## src/rtl/wcd_pkg.sv

```systemverilog
package wcd_pkg;

  typedef enum logic [2:0] {
    WS_IDLE    = 3'd0,
    WS_WRITE   = 3'd1,
    WS_COMPARE = 3'd2,
    WS_REPLICA = 3'd3,
    WS_DONE    = 3'd4
  } wcd_state_e;

  function automatic int unsigned lanes_for(input int unsigned width, input int unsigned lane_w);
    return (width + lane_w - 1) / lane_w;
  endfunction

endpackage

```

## src/rtl/wcd_reset_sync.sv

```systemverilog
module wcd_reset_sync (
  input  logic clk,
  input  logic rst_n,
  output logic rst_n_sync
);

  logic stage_q;

  always_ff @(posedge clk or negedge rst_n) begin
    if (!rst_n) begin
      stage_q    <= 1'b0;
      rst_n_sync <= 1'b0;
    end else begin
      stage_q    <= 1'b1;
      rst_n_sync <= stage_q;
    end
  end

endmodule

```

## src/rtl/wcd_row_compare.sv

```systemverilog
module wcd_row_compare #(
  parameter int unsigned DW     = 40,
  parameter int unsigned LANE_W = 8
) (
  input  logic [DW-1:0] rd_row,
  input  logic [DW-1:0] wr_row,
  output logic          match
);

  localparam int unsigned LANES = wcd_pkg::lanes_for(DW, LANE_W);
  localparam int unsigned PADW  = LANES * LANE_W;

  logic [PADW-1:0]  rd_pad;
  logic [PADW-1:0]  wr_pad;
  logic [LANES-1:0] lane_eq;

  always_comb begin
    rd_pad = '0;
    wr_pad = '0;
    rd_pad[DW-1:0] = rd_row;
    wr_pad[DW-1:0] = wr_row;
  end

  generate
    for (genvar g = 0; g < LANES; g++) begin : g_lane
      assign lane_eq[g] = (rd_pad[g*LANE_W +: LANE_W] == wr_pad[g*LANE_W +: LANE_W]);
    end
  endgenerate

  assign match = &lane_eq;

endmodule

```

## src/rtl/wcd_down_timer.sv

```systemverilog
module wcd_down_timer #(
  parameter int unsigned CW = 8
) (
  input  logic          clk,
  input  logic          rst_n,
  input  logic          load,
  input  logic [CW-1:0] load_val,
  input  logic          dec,
  output logic          last
);

  logic [CW-1:0] count_q;
  logic [CW-1:0] count_d;
  logic          count_en;

  always_comb begin
    count_en = 1'b0;
    count_d  = count_q;
    if (load) begin
      count_en = 1'b1;
      count_d  = load_val;
    end else if (dec && (count_q != '0)) begin
      count_en = 1'b1;
      count_d  = count_q - 1'b1;
    end
  end

  always_ff @(posedge clk or negedge rst_n) begin
    if (!rst_n) begin
      count_q <= '0;
    end else if (count_en) begin
      count_q <= count_d;
    end
  end

  assign last = (count_q == CW'(1));

endmodule

```

## src/rtl/wcd_ctrl.sv

```systemverilog
module wcd_ctrl
  import wcd_pkg::*;
(
  input  logic       clk,
  input  logic       rst_n,
  input  logic       req_valid,
  input  logic       match,
  input  logic       rep_zero,
  input  logic       tmo_last,
  input  logic       rep_last,
  input  logic       done_ack,
  output wcd_state_e state_q,
  output logic       accept,
  output logic       tmo_dec,
  output logic       rep_load,
  output logic       rep_dec,
  output logic       fail_set,
  output logic       release_o
);

  wcd_state_e state_d;

  always_comb begin
    state_d = state_q;
    unique case (state_q)
      WS_IDLE:    if (req_valid) state_d = WS_WRITE;
      WS_WRITE:   state_d = WS_COMPARE;
      WS_COMPARE: begin
        if (match)         state_d = rep_zero ? WS_DONE : WS_REPLICA;
        else if (tmo_last) state_d = WS_DONE;
      end
      WS_REPLICA: if (rep_last) state_d = WS_DONE;
      WS_DONE:    if (done_ack) state_d = WS_IDLE;
      default:    state_d = WS_IDLE;
    endcase
  end

  always_ff @(posedge clk or negedge rst_n) begin
    if (!rst_n) begin
      state_q <= WS_IDLE;
    end else begin
      state_q <= state_d;
    end
  end

  assign accept    = (state_q == WS_IDLE) && req_valid;
  assign tmo_dec   = (state_q == WS_COMPARE) && !match;
  assign rep_load  = (state_q == WS_COMPARE) && match;
  assign rep_dec   = (state_q == WS_REPLICA);
  assign fail_set  = (state_q == WS_COMPARE) && !match && tmo_last;
  assign release_o = (state_q == WS_DONE) && done_ack;

endmodule

```

## src/rtl/wr_done_detect.sv

```systemverilog
module wr_done_detect
  import wcd_pkg::*;
#(
  parameter int unsigned DW     = 40,
  parameter int unsigned AW     = 6,
  parameter int unsigned RCW    = 4,
  parameter int unsigned TCW    = 8,
  parameter int unsigned LANE_W = 8
) (
  input  logic           clk,
  input  logic           rst_n,
  input  logic           req_valid,
  output logic           req_ready,
  input  logic [AW-1:0]  req_addr,
  input  logic [DW-1:0]  req_data,
  input  logic [RCW-1:0] cfg_replica,
  input  logic [TCW-1:0] cfg_timeout,
  output logic           arr_we,
  output logic [AW-1:0]  arr_addr,
  output logic [DW-1:0]  arr_wdata,
  input  logic [DW-1:0]  arr_rdata,
  output logic           done_req,
  input  logic           done_ack,
  output logic           write_fail
);

  logic           rst_n_i;
  wcd_state_e     state_q;
  logic           accept, tmo_dec, rep_load, rep_dec, fail_set, release_w;
  logic           match, tmo_last, rep_last, rep_zero;
  logic [AW-1:0]  addr_q;
  logic [DW-1:0]  data_q;
  logic [RCW-1:0] repl_q;
  logic           fail_q;
  logic [TCW-1:0] tmo_init;

  wcd_reset_sync u_rst (
    .clk        (clk),
    .rst_n      (rst_n),
    .rst_n_sync (rst_n_i)
  );

  wcd_ctrl u_ctrl (
    .clk       (clk),
    .rst_n     (rst_n_i),
    .req_valid (req_valid),
    .match     (match),
    .rep_zero  (rep_zero),
    .tmo_last  (tmo_last),
    .rep_last  (rep_last),
    .done_ack  (done_ack),
    .state_q   (state_q),
    .accept    (accept),
    .tmo_dec   (tmo_dec),
    .rep_load  (rep_load),
    .rep_dec   (rep_dec),
    .fail_set  (fail_set),
    .release_o (release_w)
  );

  wcd_row_compare #(.DW(DW), .LANE_W(LANE_W)) u_cmp (
    .rd_row (arr_rdata),
    .wr_row (data_q),
    .match  (match)
  );

  assign tmo_init = (cfg_timeout == '0) ? TCW'(1) : cfg_timeout;

  wcd_down_timer #(.CW(TCW)) u_tmo (
    .clk      (clk),
    .rst_n    (rst_n_i),
    .load     (accept),
    .load_val (tmo_init),
    .dec      (tmo_dec),
    .last     (tmo_last)
  );

  wcd_down_timer #(.CW(RCW)) u_rep (
    .clk      (clk),
    .rst_n    (rst_n_i),
    .load     (rep_load),
    .load_val (repl_q),
    .dec      (rep_dec),
    .last     (rep_last)
  );

  assign rep_zero = (repl_q == '0);

  always_ff @(posedge clk or negedge rst_n_i) begin
    if (!rst_n_i) begin
      addr_q <= '0;
      data_q <= '0;
      repl_q <= '0;
    end else if (accept) begin
      addr_q <= req_addr;
      data_q <= req_data;
      repl_q <= cfg_replica;
    end
  end

  always_ff @(posedge clk or negedge rst_n_i) begin
    if (!rst_n_i) begin
      fail_q <= 1'b0;
    end else if (fail_set) begin
      fail_q <= 1'b1;
    end else if (release_w) begin
      fail_q <= 1'b0;
    end
  end

  assign req_ready  = (state_q == WS_IDLE);
  assign arr_we     = (state_q == WS_WRITE) || (state_q == WS_COMPARE);
  assign arr_addr   = addr_q;
  assign arr_wdata  = data_q;
  assign done_req   = (state_q == WS_DONE);
  assign write_fail = fail_q;

endmodule

```

## config.mk

```make
export PLATFORM = sky130hd
export DESIGN_NAME = wr_done_detect
export DESIGN_NICKNAME = d
export VERILOG_FILES = /design/src/rtl/wcd_pkg.sv /design/src/rtl/wcd_reset_sync.sv /design/src/rtl/wcd_row_compare.sv /design/src/rtl/wcd_down_timer.sv /design/src/rtl/wcd_ctrl.sv /design/src/rtl/wr_done_detect.sv
export SDC_FILE = /design/constraint.sdc
export NUM_CORES = 1
export LEC_CHECK = 0
export BUFFER_PORTS_ARGS = -buffer_cell sky130_fd_sc_hd__buf_2
export CAP_MARGIN = 20
export CORE_MARGIN = 10
export CORE_UTILIZATION = 49
export DETAILED_ROUTE_END_ITERATION = 16
export GPL_ROUTABILITY_DRIVEN = 0
export PLACE_DENSITY = 0.81
export SETUP_SLACK_MARGIN = 0.1
export SYNTH_ARGS = -nofsm -noshare
export SYNTH_HDL_FRONTEND = slang
export SYNTH_HIERARCHICAL = 1
export SYNTH_SLANG_ARGS = --single-unit
```

## constraint.sdc

```tcl
create_clock -name clk -period 2.8 [get_ports clk]
set_input_delay 0.42 -clock clk [delete_from_list [all_inputs] [get_ports clk]]
set_output_delay 0.42 -clock clk [all_outputs]
set_load 0.01 [all_outputs]
```

==> impl_metrics.py, run 1 <==
metrics = {
    "setup_path": {
        "crit_path_cell_trace": "xor2_1 -> nor4_1 -> buf_4 -> nand4_1 -> nor4_2 -> buf_4 -> nor3_4 -> or4b_1 -> o311a_1 -> a221o_1",
        "crit_arrival_ps": 2760,
        "path_buf_inv": 2,
        "timing.rr.start": "arr_wdata[2]",
        "cpPeakStageDelay_ps": 530,
        "r2r_end": "u_tmo/count_q[5]",
        "path_common_cell": "buf_4",
        "ff2ff_path_depth": 10,
        "cp_num_cells": 10,
        "cp-end-kind": "register",
        "worst_setup_path_start_kind": "register",
        "startpoint": "arr_wdata[2]",
        "worstSetupPathType": "register to register",
        "cp_max_fo": 4,
        "r2r_slack_ps": 250,
        "slowest_stage": "or4b_1",
        "endpoint": "u_tmo/count_q[5]",
        "crit_required_ps": 3010,
        "worst_path_dominant_cell_family": "simple AND/OR/NAND/NOR gates",
    },
    "synthesis": {
        "synth_top_family_by_area": "multiplexers",
        "synthMuxAreaShare": 0.203,
        "ys_types": 56,
        "yosysWarnings": 6,
        "avgSynthCellArea_um2": 13.0,
        "synth_ff_type": "dfrtp_1",
        "synth.cell_area_mm2": 0.00379,
        "yosysSeqAreaShare": 0.449,
        "syn_inst": 292,
        "synth_async_sr_flop_share": 1.00,
        "synth_xor_area_frac": 0.0948,
        "synthAdderAreaFrac": 0.0165,
        "synth_compound_area_frac": 0.0661,
        "synth_nets": 399,
        "ys_ff_latch": 68,
        "synth-simple-area-share": 0.119,
        "synth-edff-count": 0,
    },
    "cells_and_area": {
        "final_util": 0.641,
        "fin_nets": 557,
        "mostFrequentLayoutCells": "buf_2 (151), dfrtp_1 (67), mux2_4 (50), xor2_1 (32), clkbuf_8 (10)",
        "diodes": 0,
        "stdcell_area_mm2": 0.00488,
        "syn_to_final_growth_pct": 28.8,
        "drive_above_1_share": 0.525,
        "final_common_cell": "buf_2",
    },
    "routing": {
        "vias": 2912,
        "routed_wl_um": 10300,
        "first_pass_iters": 4,
        "drt-wirelength-per-cell_um": 18.5,
        "drcViolationCount": 0,
        "viasPerCell": 5.23,
        "first_iter_violations": 94,
        "antenna_left": 0,
    },
    "grt": {
        "grt-ovfl-total": 0,
        "first_global_vias": 3125,
        "grt_max_degree": 37,
        "grt_first_pass_wirelength_um": 16100,
        "track_usage": 0.172,
        "antenna_found_initial": 0,
    },
    "timing": {
        "worst_slew_pin_slew_ps": 780,
        "clock.fmax_mhz": 392,
        "fin_skew_ps": 11.2,
        "setup_viol": 0,
        "finalHoldViolCount": 0,
        "rsz0062_at_grt": "false",
        "slew_viol_final": 0,
        "fin_crit_ps": 2550,
        "postLayoutSetupSlackWorst_ps": 249,
        "relSlewSlack": 0.479,
        "fin_crit_sh": 0.911,
    },
    "pwr": {
        "p_comb_frac": 0.469,
        "swShare": 0.372,
        "clkPwrFrac": 0.161,
        "netSwitchingPower_mw": 2.06,
        "ir_worst_vdd_v": 0.000609,
        "p_per_area_mw_per_mm2": 1130,
        "seqPwrFrac": 0.370,
        "p_int_mw": 3.47,
        "p_leak_nw": 2.37,
    },
    "die": {
        "initial_core_util": 0.498,
        "io_pins": 152,
        "die_x_um": 108,
        "die-area_mm2": 0.0116,
        "core-area_mm2": 0.00761,
        "placementRows": 32,
        "die_h_um": 108,
    },
    "clocking": {
        "h-tree-depth": 3,
        "cts_buffers": 9,
        "cts.sinks": 68,
        "cts_root_buffer": "clkbuf_8",
        "clk_pin_slew_ps": 70,
        "worstSkewPairLatency_ps": 330,
        "clk_path_buf_depth": 2,
        "cts_tree": "yes",
    },
    "placement": {
        "port_buffers": 151,
        "placed_area_mm2": 0.00461,
        "dp_hpwl_um": 7990,
        "place_ws_ps": -8.98,
    },
    "status": {
        "outcome": "completed",
    },
    "job": {
        "max-cap-violations": 0,
    },
    "min_path": {
        "hold_path.class": "primary input to register",
    },
}
-- cells by family (layout without fill, tap and decap cells) --
group | count (synthesis) | in the layout
buffers and inverters | 24 | 187
AND/OR/NAND/NOR | 68 | 68
flip-flops | 68 | 68
XOR/XNOR | 41 | 41
AO/OA/AOI/OAI | 33 | 33
other | 1 | 1
adder cells (fa/ha/maj) | 5 | 5
multiplexers | 52 | 52
-- worst reg2reg max path, cell delays in order (launching register included) --
cell	delay (ps)
dfrtp_1	410
xor2_1	180
nor4_1	80
buf_4	130
nand4_1	100
nor4_2	60
buf_4	160
nor3_4	200
or4b_1	530
o311a_1	330
a221o_1	260
-- cells in the mapped netlist (2+ instances only) --
| cell | number | share of area |
|---|---|---|
| dfrtp_1 | 68 | 0.45 |
| mux2_4 | 50 | 0.20 |
| xor2_1 | 32 | 0.074 |
| nor4_1 | 10 | 0.017 |
| nand2_1 | 9 | 0.0089 |
| xnor2_1 | 9 | 0.021 |
| clkbuf_1 | 8 | 0.0079 |
| inv_1 | 8 | 0.0079 |
| nor3b_1 | 8 | 0.016 |
| nor3_1 | 7 | 0.0092 |
| a21oi_1 | 6 | 0.0079 |
| buf_12 | 5 | 0.026 |
| ha_1 | 5 | 0.017 |
| nand4_1 | 5 | 0.0083 |
| nor2_1 | 5 | 0.0050 |
| a211oi_1 | 3 | 0.0059 |
| nor4b_1 | 3 | 0.0069 |
| a211o_1 | 2 | 0.0046 |
| a21o_1 | 2 | 0.0040 |
| a221o_1 | 2 | 0.0053 |
| and2_1 | 2 | 0.0033 |
| and3_1 | 2 | 0.0033 |
| buf_6 | 2 | 0.0059 |
| mux2i_1 | 2 | 0.0053 |
| nand3_1 | 2 | 0.0026 |
| nor2b_1 | 2 | 0.0033 |
| nor4_2 | 2 | 0.0066 |
| o21ai_1 | 2 | 0.0026 |
| o31a_1 | 2 | 0.0046 |
-- final cells by class --
type / count / area (um^2)
multi-input cells: 200 / 1930
clock buffers: 12 / 145
fillers: 594 / 2730
clock inverters: 4 / 72.6
repair buffers: 163 / 873
inverters: 8 / 30.0
flip-flops and latches: 68 / 1700
well taps: 102 / 128
-- flip-flops by register name, indices dropped and copies added (netlist names) --
name,flops
arr_wdata,40
u_rst/rst_n_sync,1
repl_q,4
write_fail,1
arr_addr,6
u_rst/stage_q,1
u_ctrl/state_q,3
u_tmo/count_q,8
u_rep/count_q,4
-- per-layer routing --
| metal | share of wire | GRT usage |
|---|---|---|
| met1 | 0.42 | 0.219 |
| met2 | 0.47 | 0.275 |
| met3 | 0.089 | 0.0541 |
| met4 | 0.012 | 0.0534 |
| met5 | 0 | 0 |
-- stage by stage --
stage          TNS, ps  total power, mW  hold WS [ps]  cells
2_1_floorplan        0             3.79           124    292
3_3_place_gp         0             4.48           205    538
3_5_place_dp     -8.98             4.56           208    538
4_1_cts              0             5.50           272    555
5_1_grt              0             5.89           285    557
6_report             0             5.53           285    557
-- worst min path at each step --
stage	from	to	slack (ps)	cells after the start
after detailed placement	rst_n	u_rst/stage_q	210	1
after floorplan	rst_n	u_rst/rst_n_sync	120	0
after global routing	done_ack	u_ctrl/state_q[2]	290	2
after global placement	rst_n	u_rst/stage_q	200	1
final	done_ack	u_ctrl/state_q[2]	290	2
after CTS	done_ack	u_ctrl/state_q[2]	270	2
-- power by group through the flow --
| stage | logic (mW) | clock network [mW] | registers, mW |
|---|---|---|---|
| 3_5_place_dp | 2.53 | 0 | 2.04 |
| 2_1_floorplan | 1.69 | 0 | 2.09 |
| 5_1_grt | 2.81 | 0.952 | 2.13 |
| 6_report | 2.59 | 0.892 | 2.04 |
| 3_3_place_gp | 2.48 | 0 | 2.01 |
| 4_1_cts | 2.56 | 0.907 | 2.03 |
-- repair_timing --
action | CTS | global route
hold endpoints to repair | 2 | 0
hold buffers | 1 | 0
gates resized for setup | 1 | 3
pin swaps | 0 | 1
setup buffers | 0 | 2
setup endpoints to repair | 1 | 5
Power figures use the tool's default switching activity.
==> run 2, diff against run 1 <==
--- a/config.mk
+++ b/config.mk
@@ -11,7 +11,7 @@
 export CORE_UTILIZATION = 49
 export DETAILED_ROUTE_END_ITERATION = 16
 export GPL_ROUTABILITY_DRIVEN = 0
-export PLACE_DENSITY = 0.81
+export PLACE_DENSITY = 0.91
 export SETUP_SLACK_MARGIN = 0.1
 export SYNTH_ARGS = -nofsm -noshare
 export SYNTH_HDL_FRONTEND = slang
==> impl_metrics.py, run 2 (same netlist as run 1, synthesis figures left out) <==
metrics = {
    "setup_path": {
        "crit_arrival_ps": 2830,
        "worst_setup_path_start_kind": "register",
        "crit_required_ps": 3020,
        "worstSetupPathType": "register to register",
        "cp_max_fo": 8,
        "cp-end-kind": "register",
        "r2r_slack_ps": 190,
    },
    "routing": {
        "vias": 2976,
        "first_iter_violations": 150,
        "drt-wirelength-per-cell_um": 18.7,
        "drcViolationCount": 0,
        "routed_wl_um": 10300,
        "viasPerCell": 5.38,
        "first_pass_iters": 4,
        "antenna_left": 0,
    },
    "timing": {
        "fin_skew_ps": 10.3,
        "setup_viol": 0,
        "clock.fmax_mhz": 383,
        "slew_viol_final": 0,
        "postLayoutSetupSlackWorst_ps": 189,
        "rsz0062_at_grt": "true",
        "fin_crit_sh": 0.933,
        "fin_crit_ps": 2610,
        "setup-tns-final_ps": 0,
        "relSlewSlack": 0.534,
        "holdWs_ps": 275,
        "worst_slew_pin_slew_ps": 700,
        "finalHoldViolCount": 0,
    },
    "clocking": {
        "cts_root_buffer": "clkbuf_8",
        "clk_pin_slew_ps": 70,
        "h-tree-depth": 3,
        "worstSkewPairLatency_ps": 340,
        "cts_buffers": 9,
        "post_cts_buffers": 0,
        "cts.sinks": 68,
        "clk_path_buf_depth": 2,
        "cts_tree": "yes",
    },
    "die": {
        "placementRows": 32,
        "die-area_mm2": 0.0116,
        "die_x_um": 108,
        "initial_core_util": 0.498,
        "io_pins": 152,
        "core-area_mm2": 0.00761,
        "die_h_um": 108,
    },
    "placement": {
        "place_ws_ps": 56.7,
        "dp_hpwl_um": 8100,
        "dp_cells": 536,
        "port_buffers": 151,
    },
    "cells_and_area": {
        "mostFrequentLayoutCells": "buf_2 (151), dfrtp_1 (67), mux2_4 (50), xor2_1 (32), clkbuf_8 (13)",
        "syn_to_final_growth_pct": 28.1,
        "largest_register_ffs": 40,
        "diodes": 0,
        "final_common_cell": "buf_2",
        "fin_cells": 553,
        "final_util": 0.638,
        "drive_above_1_share": 0.523,
        "fin_nets": 553,
        "fillCellCount": 590,
    },
    "grt": {
        "antenna_found_initial": 0,
        "track_usage": 0.175,
        "grt-ovfl-total": 0,
        "first_global_vias": 3171,
        "grt_max_degree": 38,
        "grt_first_pass_wirelength_um": 16400,
    },
    "pwr": {
        "p_leak_nw": 2.35,
        "ir_worst_vdd_v": 0.000649,
        "p_per_area_mw_per_mm2": 1130,
    },
    "job": {
        "max-cap-violations": 0,
    },
    "status": {
        "outcome": "completed",
    },
    "min_path": {
        "hold_path.class": "primary input to register",
    },
}
run 2: cell count changes in the layout (fill, tap and decap cells not counted), sizes merged:
cell	delta
buf	-4
bufinv	-1
clkbuf	+1
run 2: critical path: stages (launching register included):
cell	delay, ps
dfrtp_1	420
xor2_1	230
nor4_2	100
nand4_1	130
nor4_2	60
buf_4	150
nor3_4	280
or4b_1	530
o311a_1	320
a221o_1	260
run 2: where the power goes:
group | switching, mW | leakage, nW | internal [mW]
combinational | 1.11 | 1.44 | 1.44
clock | 0.377 | 0.112 | 0.508
sequential | 0.571 | 0.806 | 1.48
total | 2.06 | 2.35 | 3.42
run 2: area by class of cell:
type	instances	area, um^2	area share
sequential	68	1700	0.351
clock inverter	3	42.5	0.00877
multi-input combinational	200	1920	0.395
inverter	8	30.0	0.00619
clock buffer	13	179	0.0369
timing repair buffer	159	856	0.176
tap	102	128	0.0263
run 2: metal layers:
metal  routed length [um]  vias up  track usage
li1                     -     1361            -
met1                 4330     1436        0.219
met2                 4820      164        0.280
met3                 1050       15       0.0553
met4                  141        0       0.0620
met5                    0        -            0
run 2: per-stage QoR:
stage	cell area, um^2	power (mW)
after CTS	4840	5.50
after floorplan	3790	3.79
after global routing	4850	5.85
after global placement	4610	4.46
after detailed placement	4610	4.58
final	4850	5.48
run 2: final timing paths:
path	start	end	depth (start not counted)
setup / recovery	arr_wdata[9]	u_tmo/count_q[5]	9
hold / removal	done_ack	u_ctrl/state_q[2]	2
setup reg to reg	arr_wdata[9]	u_tmo/count_q[5]	9
hold reg to reg	u_rst/rst_n_sync	u_tmo/count_q[3]	0
max in group asynchronous	u_rst/rst_n_sync	arr_wdata[8]	1
min in group asynchronous	u_rst/rst_n_sync	u_tmo/count_q[3]	0
run 2: what timing repair did:
action                     in CTS  in global routing
setup endpoints to repair       0                  4
resized for setup               0                  2
hold buffers                    1                  0
hold endpoints to repair        2                  0
==> run 3, diff against run 2 <==
--- a/config.mk
+++ b/config.mk
@@ -8,10 +8,10 @@
 export BUFFER_PORTS_ARGS = -buffer_cell sky130_fd_sc_hd__buf_2
 export CAP_MARGIN = 20
 export CORE_MARGIN = 10
-export CORE_UTILIZATION = 49
+export CORE_UTILIZATION = 44
 export DETAILED_ROUTE_END_ITERATION = 16
 export GPL_ROUTABILITY_DRIVEN = 0
-export PLACE_DENSITY = 0.91
+export PLACE_DENSITY = 0.87
 export SETUP_SLACK_MARGIN = 0.1
 export SYNTH_ARGS = -nofsm -noshare
 export SYNTH_HDL_FRONTEND = slang
==> constraint.sdc (replaced) <==
create_clock -name clk -period 2.4 [get_ports clk]
set_input_delay 0.36 -clock clk [delete_from_list [all_inputs] [get_ports clk]]
set_output_delay 0.36 -clock clk [all_outputs]
set_load 0.01 [all_outputs]
==> impl_metrics.py, run 3 (same netlist as run 1, synthesis figures left out) <==
metrics = {
    "timing": {
        "clock.fmax_mhz": 424,
        "setup_viol": 0,
        "fin_skew_ps": 15.0,
        "fin_crit_sh": 0.982,
        "worst_slew_pin_slew_ps": 765,
        "slew_viol_final": 0,
        "rsz0062_at_grt": "true",
        "relSlewSlack": 0.486,
        "finalHoldViolCount": 0,
        "fin_crit_ps": 2360,
        "postLayoutSetupSlackWorst_ps": 42.8,
    },
    "clocking": {
        "worstSkewPairLatency_ps": 340,
        "clk_path_buf_depth": 2,
        "cts_buffers": 9,
        "cts.sinks": 68,
        "cts_root_buffer": "clkbuf_8",
        "cts_tree": "yes",
        "clk_pin_slew_ps": 80,
        "h-tree-depth": 3,
    },
    "status": {
        "outcome": "completed",
    },
    "die": {
        "die-area_mm2": 0.0127,
        "io_pins": 152,
        "placementRows": 33,
        "die_x_um": 113,
        "die_h_um": 113,
        "initial_core_util": 0.457,
        "core-area_mm2": 0.00830,
    },
    "pwr": {
        "p_total_mw": 6.71,
        "p_leak_nw": 2.51,
        "ir_worst_vdd_v": 0.000723,
        "p_per_area_mw_per_mm2": 1300,
    },
    "cells_and_area": {
        "mostFrequentLayoutCells": "buf_2 (151), dfrtp_1 (67), mux2_4 (50), buf_4 (30), xor2_1 (30)",
        "diodes": 0,
        "final_common_cell": "buf_2",
        "largest_register_ffs": 40,
        "drive_above_1_share": 0.587,
        "fin_nets": 581,
        "fin_cells": 584,
        "syn_to_final_growth_pct": 36.1,
    },
    "placement": {
        "dp_hpwl_um": 8290,
        "dp_cells": 551,
        "port_buffers": 151,
        "place_ws_ps": -207,
    },
    "grt": {
        "antenna_found_initial": 0,
        "grt-ovfl-total": 0,
        "grt_first_pass_wirelength_um": 17100,
        "first_global_vias": 3403,
        "track_usage": 0.164,
        "grt_max_degree": 38,
    },
    "setup_path": {
        "worst_setup_path_start_kind": "register",
        "worstSetupPathType": "register to register",
        "crit_required_ps": 2620,
        "crit_arrival_ps": 2580,
        "cp_max_fo": 4,
        "cp-end-kind": "register",
    },
    "routing": {
        "viasPerCell": 5.17,
        "drt-wirelength-per-cell_um": 18.6,
        "first_iter_violations": 113,
        "drcViolationCount": 0,
        "first_pass_iters": 4,
        "routed_wl_um": 10800,
        "vias": 3021,
        "antenna_left": 0,
    },
    "min_path": {
        "hold_path.class": "primary input to register",
    },
    "job": {
        "max-cap-violations": 0,
    },
}
## run 3: changes by cell type in the layout (fill, tap and decap cells not counted), moves of 3 or more
cell and change:
buf_4 +26, clkbuf_8 -4, nor4_1 -5, nor4_2 +4
clkinv_2 +3
## run 3: worst paths after layout
| kind | from | end | slack, ps | cells after the start |
|---|---|---|---|---|
| min in group asynchronous | u_rst/rst_n_sync | arr_wdata[3] | 320 | 0 |
| worst min register to register | u_rst/rst_n_sync | arr_wdata[3] | 320 | 0 |
| max in group asynchronous | u_rst/rst_n_sync | arr_addr[1] | 1430 | 1 |
| worst max-delay path | arr_wdata[37] | u_tmo/count_q[5] | 40 | 8 |
| worst min-delay path | done_ack | u_ctrl/state_q[2] | 230 | 2 |
| worst max register to register | arr_wdata[37] | u_tmo/count_q[5] | 40 | 8 |
## run 3: what timing repair did
item / 4_1_cts / 5_1_grt
resized for setup: 16 / 13
hold buffers: 1 / 0
endpoints found under the setup margin: 11 / 15
hold endpoints to repair: 2 / 0
setup buffers: 14 / 4
pin swaps: 21 / 7
## run 3: area by class of cell
| class | count | area, um^2 |
|---|---|---|
| clock buffer | 9 | 124 |
| clock inverter | 7 | 43.8 |
| fill | 656 | 3140 |
| inverter | 8 | 30.0 |
| multi-input combinational | 200 | 2050 |
| sequential | 68 | 1700 |
| tap | 105 | 131 |
| timing repair buffer | 187 | 1070 |
## run 3: worst max-delay path, cell delays in order, from the launching register on
cell     delay (ps)
dfrtp_1         420
xor2_1          250
nor4_2           90
nand4_1         170
nor4_4           70
nor3_2          140
or4b_4          530
o311a_1         310
a221o_1         260
## run 3: routing by layer
metal | vias to the layer above | track usage | share of wire | wire length [um]
met3 | 16 | 0.0528 | 0.071 | 773
met4 | 0 | 0.0525 | 0.018 | 190
met5 | - | 0 | 0 | 0
li1 | 1415 | - | - | -
met1 | 1468 | 0.182 | 0.38 | 4140
met2 | 122 | 0.289 | 0.53 | 5750
## run 3: power breakdown
group | leakage (nW) | total, mW | internal [mW] | switching [mW]
logic | 1.62 | 3.56 | 2.01 | 1.55
registers | 0.806 | 2.33 | 1.73 | 0.602
clock network | 0.0848 | 0.820 | 0.369 | 0.451
total | 2.51 | 6.71 | 4.10 | 2.61
## run 3: metrics by stage
step	instance area [um^2]	utilization	hold WS [ps]	setup TNS (ps)
finish	5150	0.621	228	0
global route	5150	0.621	218	-218
CTS	5070	0.611	219	0
detailed placement	4700	0.567	148	-701
global placement	4700	0.567	145	-83.7
floorplan	3790	-	64.4	0
